**config.mk**
```make
export PLATFORM = sky130hd
export DESIGN_NAME = cond_alu_exec
export DESIGN_NICKNAME = d
export VERILOG_FILES = /design/src/rtl/cae_pkg.sv /design/src/rtl/cae_shifter.sv /design/src/rtl/cae_cond.sv /design/src/rtl/cae_alu.sv /design/src/rtl/cae_flags.sv /design/src/rtl/cond_alu_exec.sv
export SDC_FILE = /design/constraint.sdc
export NUM_CORES = 1
export LEC_CHECK = 0
export BUFFER_PORTS_ARGS = -buffer_cell sky130_fd_sc_hd__buf_2
export CORE_MARGIN = 2
export CORE_UTILIZATION = 35
export CTS_CLUSTER_SIZE = 14
export DETAILED_ROUTE_END_ITERATION = 7
export GPL_ROUTABILITY_DRIVEN = 1
export PLACE_DENSITY = 0.65
export SLEW_MARGIN = 20
export SYNTH_ARGS = -nofsm -noshare
export SYNTH_HDL_FRONTEND = slang
export SYNTH_SLANG_ARGS = --single-unit
```
**constraint.sdc**
```tcl
create_clock -name clk -period 7.9 [get_ports clk]
set_input_delay 0.79 -clock clk [delete_from_list [all_inputs] [get_ports clk]]
set_output_delay 0.79 -clock clk [all_outputs]
set_load 0.01 [all_outputs]
```
**src/rtl/cae_pkg.sv**
```systemverilog
package cae_pkg;
  typedef enum logic [1:0] {OP_ADD = 2'b00, OP_SUB = 2'b01, OP_MOV = 2'b10, OP_CMP = 2'b11} op_e;
  typedef enum logic [1:0] {SH_LSL = 2'b00, SH_LSR = 2'b01, SH_ASR = 2'b10, SH_NONE = 2'b11} shf_e;
  typedef enum logic [2:0] {
    CC_AL = 3'd0, CC_EQ = 3'd1, CC_NE = 3'd2, CC_GT = 3'd3,
    CC_LT = 3'd4, CC_GE = 3'd5, CC_LE = 3'd6, CC_NV = 3'd7
  } cc_e;
  typedef struct packed {
    logic gt;
    logic eq;
    logic lt;
  } rel_t;
endpackage

```
**src/rtl/cae_shifter.sv**
```systemverilog
module cae_shifter
  import cae_pkg::*;
#(
  parameter int W  = 32,
  parameter int AW = $clog2(W)
) (
  input  logic [W-1:0]  din,
  input  logic [1:0]    kind,
  input  logic [AW-1:0] amt,
  output logic [W-1:0]  dout
);
  logic [W-1:0] stg [AW+1];

  assign stg[0] = din;

  for (genvar k = 0; k < AW; k++) begin : g_stage
    localparam int S = 1 << k;
    logic [W-1:0] shl, shr, sha;
    assign shl = stg[k] << S;
    assign shr = stg[k] >> S;
    assign sha = $signed(stg[k]) >>> S;
    assign stg[k+1] = !amt[k]               ? stg[k] :
                      (kind == SH_LSL)      ? shl    :
                      (kind == SH_ASR)      ? sha    : shr;
  end

  assign dout = (kind == SH_NONE) ? din : stg[AW];
endmodule

```
**src/rtl/cae_cond.sv**
```systemverilog
module cae_cond
  import cae_pkg::*;
(
  input  rel_t       rel,
  input  logic [2:0] cc,
  output logic       pass
);
  always_comb begin
    unique case (cc_e'(cc))
      CC_AL:   pass = 1'b1;
      CC_EQ:   pass = rel.eq;
      CC_NE:   pass = !rel.eq;
      CC_GT:   pass = rel.gt;
      CC_LT:   pass = rel.lt;
      CC_GE:   pass = rel.gt | rel.eq;
      CC_LE:   pass = rel.lt | rel.eq;
      default: pass = 1'b0;
    endcase
  end
endmodule

```
**src/rtl/cae_alu.sv**
```systemverilog
module cae_alu
  import cae_pkg::*;
#(
  parameter int W = 32
) (
  input  logic [1:0]   op,
  input  logic [W-1:0] a,
  input  logic [W-1:0] b,
  output logic [W-1:0] y,
  output rel_t         rel
);
  always_comb begin
    unique case (op_e'(op))
      OP_ADD:  y = a + b;
      OP_SUB:  y = a - b;
      OP_MOV:  y = b;
      default: y = a - b;
    endcase
  end

  always_comb begin
    rel.gt = $signed(a) > $signed(b);
    rel.lt = $signed(a) < $signed(b);
    rel.eq = (a == b);
  end
endmodule

```
**src/rtl/cae_flags.sv**
```systemverilog
module cae_flags
  import cae_pkg::*;
(
  input  logic clk,
  input  logic rst_n,
  input  logic upd_en,
  input  rel_t rel_in,
  output rel_t rel_q
);
  rel_t rel_nxt;

  always_comb begin
    rel_nxt = rel_q;
    if (upd_en) rel_nxt = rel_in;
  end

  always_ff @(posedge clk or negedge rst_n) begin
    if (!rst_n) rel_q <= '{gt: 1'b0, eq: 1'b1, lt: 1'b0};
    else        rel_q <= rel_nxt;
  end
endmodule

```
**src/rtl/cond_alu_exec.sv**
```systemverilog
module cond_alu_exec
  import cae_pkg::*;
#(
  parameter int DATA_W = 32,
  parameter int SHW    = $clog2(DATA_W)
) (
  input  logic              clk,
  input  logic              rst_n,
  input  logic              valid,
  input  logic [1:0]        op,
  input  logic [2:0]        cond,
  input  logic              br_req,
  input  logic              wr_req,
  input  logic [DATA_W-1:0] src_a,
  input  logic [DATA_W-1:0] src_b,
  input  logic [1:0]        shf_kind,
  input  logic [SHW-1:0]    shf_amt,
  output logic [DATA_W-1:0] result,
  output logic              wr_en,
  output logic              br_taken,
  output logic [2:0]        rel_flags
);
  logic [DATA_W-1:0] opnd_b;
  rel_t              rel_q, rel_cmp;
  logic              cc_pass, go, is_cmp, flag_upd;

  cae_shifter #(.W(DATA_W), .AW(SHW)) u_shf (
    .din(src_b), .kind(shf_kind), .amt(shf_amt), .dout(opnd_b)
  );

  cae_cond u_cond (.rel(rel_q), .cc(cond), .pass(cc_pass));

  cae_alu #(.W(DATA_W)) u_alu (
    .op(op), .a(src_a), .b(opnd_b), .y(result), .rel(rel_cmp)
  );

  assign go       = valid && cc_pass;
  assign is_cmp   = (op_e'(op) == OP_CMP);
  assign flag_upd = go && !br_req && is_cmp;

  cae_flags u_flags (
    .clk(clk), .rst_n(rst_n), .upd_en(flag_upd), .rel_in(rel_cmp), .rel_q(rel_q)
  );

  assign wr_en     = go && !br_req && wr_req && !is_cmp;
  assign br_taken  = go && br_req;
  assign rel_flags = rel_q;
endmodule

```
# Word-level counts from Yosys, hierarchy flattened
# Cells that the tools add are included.
op_classes:
  addsub: 2
  magnitude_cmp: 2
  n_eq_ne: 11
  n_mux: 18
  bitwise: 2
  n_reduce_logical: 12
op_table:
  columns: ["op", "n"]
  rows:
  - ["two-way mux 32 bit", 16]
  - ["case mux 32 bit (2 select lines)", 1]
  - ["adder 32 bit", 1]
  - ["== test 32 bit", 1]
  - ["greater-than comparator 32 bit", 1]
  - ["less-than comparator 32 bit", 1]
  - ["subtractor 32 bit", 1]
  - ["== test 3 bit (second input constant)", 3]
  - ["== test 2 bit (second input constant)", 4]
  - ["case mux 1 bit (7 select lines)", 1]
  - ["== test 3 x 2 -> 1 bit (second input constant)", 2]
  - ["logical AND 1 bit", 6]
  - ["logical NOT 2 bit", 2]
  - ["== test 3 x 1 -> 1 bit (second input constant)", 1]
  - ["logical NOT 1 bit", 3]
  - ["logical NOT 3 bit", 1]
  - ["OR 1 bit", 2]
totals:
  ff_bits: 3
  inputBits: 81
  out_inout_bits: 37
  wordCells: 50

# Depth between registers and ports, before layout
logic_depth:
  word_depth: 19
  mapped_depth: 24
  ltp_nobuf: 19

# Modules after synthesis
# A second synthesis with hierarchy kept.
hier_totals:
  hier_cells: 1399
  area_unflattened_um2: 9185.1
modules_own_cells:
  columns: ["mod", "n_inst", "cells_each", "area_per_inst_um2", "seq_area_each_um2"]
  rows:
  - ["cae_shifter", 1, 750, 4862.2, 0.0]
  - ["cae_alu", 1, 629, 4098.9, 0.0]
  - ["cae_flags", 1, 6, 110.1, 76.3]
  - ["cae_cond", 1, 8, 63.8, 0.0]
  - ["cond_alu_exec", 1, 6, 50.0, 0.0]

# Worst setup path before layout
# OpenSTA, ideal clock, no wires.
synth_timing:
  path_type: "input -> output"
  from: "in shf_kind[0]"
  to: "out result[20]"
  arrival_ns: 5.317
  required_time_ns: 7.110
  slack_ns: 1.793
  stages: 18
  cell_sequence: "buf_6 > or3b_1 > and2_0 > mux4_2 > mux4_1 > mux2_2 > o22ai_2 > mux2i_2 > inv_1 > ha_1 > or4_1 > or3_1 > a211oi_1 > o31ai_2 > a21oi_1 > nor4_1 > a311o_1 > a221oi_1"
synth_via:
  elab_chain_cells: 19
  elab_cells_between_ends: 22
  classes_between: "add/sub (2); eq/ne (2); mux (17); reduce/logical (1)"
synth_rtl:
  columns: ["item", "line_no", "source"]
  rows:
  - ["from (decl)", "cond_alu_exec.sv:16", "input logic [1:0] shf_kind,"]
  - ["== test 2 bit", "cae_shifter.sv:24", "(kind == SH_ASR) ? sha : shr;"]
  - ["two-way mux 32 bit", "cae_shifter.sv:24", null]
  - ["two-way mux 32 bit", "cae_shifter.sv:23", "(kind == SH_LSL) ? shl :"]
  - ["two-way mux 32 bit", "cae_shifter.sv:22", "assign stg[k+1] = !amt[k] ? stg[k] :"]
  - ["two-way mux 32 bit", "cae_shifter.sv:24", null]
  - ["two-way mux 32 bit", "cae_shifter.sv:23", null]
  - ["two-way mux 32 bit", "cae_shifter.sv:22", null]
  - ["two-way mux 32 bit", "cae_shifter.sv:24", null]
  - ["(+3 left out)", null, null]
  - ["two-way mux 32 bit", "cae_shifter.sv:23", null]
  - ["two-way mux 32 bit", "cae_shifter.sv:22", null]
  - ["two-way mux 32 bit", "cae_shifter.sv:24", null]
  - ["two-way mux 32 bit", "cae_shifter.sv:23", null]
  - ["two-way mux 32 bit", "cae_shifter.sv:22", null]
  - ["two-way mux 32 bit (*)", "cae_shifter.sv:27", "assign dout = (kind == SH_NONE) ? din : stg[AW];"]
  - ["subtractor 32 bit / adder 32 bit (equally long branches)", "cae_alu.sv:15, cae_alu.sv:17, cae_alu.sv:14", null]
  - ["case mux 32 bit (2 select lines) (*)", "cae_alu.sv:13", "unique case (op_e'(op))"]
  - ["to (decl)", "cond_alu_exec.sv:18", "output logic [DATA_W-1:0] result,"]
# Mark *: on every way between the ends. The rest lies on a longest branch, timed or not.

# Worst setup path in the final report
layout_timing:
  from: "in shf_kind[1]"
  to: "out result[20]"
# Same word-level chain as after synthesis.

==> reports/results.tsv <==
stage	metric	value	unit
global_routing	Congestion Overflow GR	0	
routing	number of vias after detailed routing	10921	
synthesis	share of flip-flops with an asynchronous set or reset	100	%
clocking	TritonCTS clock tree	built	
clocking	clock latency on the worst-skew pair	0.22	ns
routing	1st-pass router iterations	8	
routing	per-cell via count in the routed design	6.58	
global_routing	largest net degree at the start of global routing	54	
sta	final worst-path cycle share	94.6	%
finish	finished layout cell area	9190	sq um
finish	post-route insts no fill	1659	
finish	register with the most flip-flops	u_flags.rel_q	
placement	half-perimeter wire length of the detailed placement result	29.5	mm
flow_run	max-cap check violation count	0	
clocking	number of hold buffers added after cts	0	
sta	Final Skew	0.00237	ns
clocking	setup fix buffers added after clock tree synthesis	0	
global_routing	global-route wire length before repair	56.7	mm
clocking	worst-case clock buffer depth	2	
synthesis	average instance area after synthesis	6.42	sq um
power	power after layout	1.13	mW
floorplanning	starting density of the core	35.9	%
routing	DRC violation count after routing	0	
setup_path	Max Fanout on Critical Path	47	
sta	fin crit period	7.48	ns
clocking	clock input transition at the sequential cells of the worst setup and hold paths	0.03	ns
finish	utilization after layout	40.3	%
finish	total of fill cells in the finished design	2429	
global_routing	vias in the first global route	10070	
placement	instance area after placement	9110	sq um
sta	number of endpoints failing setup at the final stage	0	
run_status	status	finished, final reports clean	
setup_path	Arrival @ worst endpoint	6.69	ns
synthesis	count of flip-flops with a built-in enable after synthesis	0	
floorplanning	die outline width	157	microns
sta	setup repair after global routing missed its margin	false	
finish	post-synthesis to final-layout area growth	12.2	%
floorplanning	area of the die	24600	sq um
power	worst vdd ir	68.8	uV
finish	area of the multi-input gates	7410	sq um
setup_path	worst path required time	7.11	ns
synthesis	YS warnings	0	
sta	worst setup slack after layout	0.424	ns
floorplanning	y dimension of the die	157	microns
clocking	number of H-tree branching levels	1	
synthesis	number of nets in the synthesized netlist	1434	
sta	max-slew violation count	0	
power	PD cells	123	nW/um^2
synthesis	number of distinct library cells after synthesis	86	
synthesis	post-synthesis cell type with the largest combined area	ha_1	
routing	post-detailed-routing wire length	37.7	mm
global_routing	initial antenna violation count	0	
setup_path	startpoint-to-endpoint class of the critical path	in -> out	
synthesis	Top FF cell, synth	dfrtp_1	
floorplanning	I/O pin total	118	
min_path	worst hold path type	in -> async	
synthesis	netlist area before placement	8190	sq um
setup_path	startpoint types	input pin	
finish	sequential cell area	76.3	sq um
finish	number of nets in the layout	1504	
clocking	total of cells resized after clock tree synthesis	0	
setup_path	endpoint kind of the worst setup timing path	output port	
sta	worst hold margin	0.356	ns
finish	flip-flop count of the largest register, all copies and words added	3	
floorplanning	Core Box Area	22800	sq um
sta	actual transition at the worst max-transition pin	1.10	ns
placement	Post-Place Cells	1654	
finish	registers with the most flip-flops	u_flags.rel_q (3)	
placement	I/O Buffers	117	
synthesis	number of synthesized register bits	3	
placement	worst slack after detailed placement	0.501	ns
sta	Slew HR	26.5	%
synthesis	number of standard cells after synthesis	1276	
clocking	clk root buf	clkbuf_16	
sta	final hold viol count	0	
power	Leakage	3.85	nW
finish	ratio of cells with drive above 1 in the final layout	17.6	%
synthesis	proportion of netlist area held by the largest area contributor	11.5	%
floorplanning	Site Rows	55	
sta	maximum clock frequency	134	MHz
global_routing	Total GRT Usage	29.1	%
synthesis	ranking of synthesized cells by area	ha_1, a21oi_1, nor2_1	
placement	GPL Wtd Cong	1.04	
routing	DR WL/cell	22.7	microns
clocking	clock sink count	3	
synthesis	sequential element share of the synthesized area	0.932	%
routing	Detail Route Antenna Nets	0	
sta	Setup Total Neg Slack	0	ns
clocking	number of buffers created by CTS	3	
routing	DRT iter0 DRCs	1637	
==> final timing paths <==
check	start	end	slack, ns	cells past startpoint
max	shf_kind[1]	result[20]	0.42	21
min	rst_n	u_flags.rel_q[2]	0.36	1
max reg2reg	u_flags.rel_q[1]	u_flags.rel_q[0]	6.00	7
min reg2reg	u_flags.rel_q[0]	u_flags.rel_q[0]	0.55	1
max in group asynchronous	rst_n	u_flags.rel_q[1]	7.35	1
min in group clk	u_flags.rel_q[0]	u_flags.rel_q[0]	0.55	1
==> final cells by class <==
cell class	instances	share of cell area, %
multi-input combinational	1099	80.6
timing repair buffer	161	10.2
tap	313	4.26
inverter	78	3.19
clock buffer	4	0.858
sequential	3	0.830
antenna	1	0.0272
==> report_power, final <==
group	switching (mW)	internal, mW
combinational	0.640	0.385
sequential	0.00357	0.0196
clock	0.0143	0.0666
total	0.658	0.471
==> worst max-delay path, cell delays in order <==
cell and delay [ns]:
buf_2 0.49, buf_4 0.26, nor2_4 0.07, buf_4 0.19, mux2i_1 0.15, mux4_2 0.61, mux4_1 0.54, mux2_2 0.29
o22ai_2 0.13, mux2i_2 0.13, inv_1 0.07, ha_1 0.33, or4_1 0.62, or3_1 0.37, a211oi_1 0.38, o31ai_2 0.15
a21oi_1 0.31, nor4_1 0.09, a311o_1 0.28, a221oi_1 0.23, buf_2 0.19
==> Yosys cell counts (8+ instances only) <==
cell type	count
a221oi_1	14
nor3_1	32
a311oi_1	10
nand2b_1	16
xnor2_1	12
xor2_1	11
or3b_2	23
o21bai_1	15
nor4_1	9
nor2_1	133
o21ai_0	99
nor2b_1	9
o22ai_1	17
nand2_1	100
a221o_1	10
inv_1	73
buf_2	24
a21oi_1	122
and2_1	8
ha_1	75
mux4_2	11
a21o_1	19
o211ai_1	37
or3_1	9
nand3_1	55
a31oi_1	34
o21a_1	8
mux2i_1	24
a22oi_1	13
o31ai_1	12
a211oi_1	21
clkbuf_1	64
==> cells in the final DEF, fill, tap and decap left out, types with 13 or more instances in the layout <==
cell	synthesis	final
buf_4	0	42
a221oi_1	14	14
a21o_1	19	19
o21ai_0	99	99
a21oi_1	122	122
nor2_1	133	132
nand3_1	55	55
o211ai_1	37	37
or3b_2	23	23
a211oi_1	21	21
nand2_1	100	100
mux2i_1	24	24
nor3_1	32	32
buf_2	24	117
inv_1	73	73
o21bai_1	15	15
a22oi_1	13	13
nand2b_1	16	16
ha_1	75	75
a31oi_1	34	34
o22ai_1	17	17
==> metal layers <==
metal | vias up | wire [microns] | global-route usage, % | part of all wire, %
met1 | 4957 | 14700 | 38.5 | 39
li1 | 4977 | - | - | -
met4 | 0 | 2230 | 14.1 | 5.9
met3 | 170 | 4800 | 5.18 | 13
met2 | 817 | 15900 | 45.8 | 42
met5 | - | 0 | 0 | 0
==> logic make-up after synthesis <==
family | count (synthesis) | synth area share (%)
adder cells (fa/ha/maj) | 77 | 11.9
XOR/XNOR | 23 | 2.46
multiplexers | 44 | 7.41
AO/OA/AOI/OAI | 526 | 43.2
buffers and inverters | 174 | 8.63
flip-flops | 3 | 0.932
AND/OR/NAND/NOR | 429 | 25.4
Note: power is estimated with default switching activity, not from simulation.
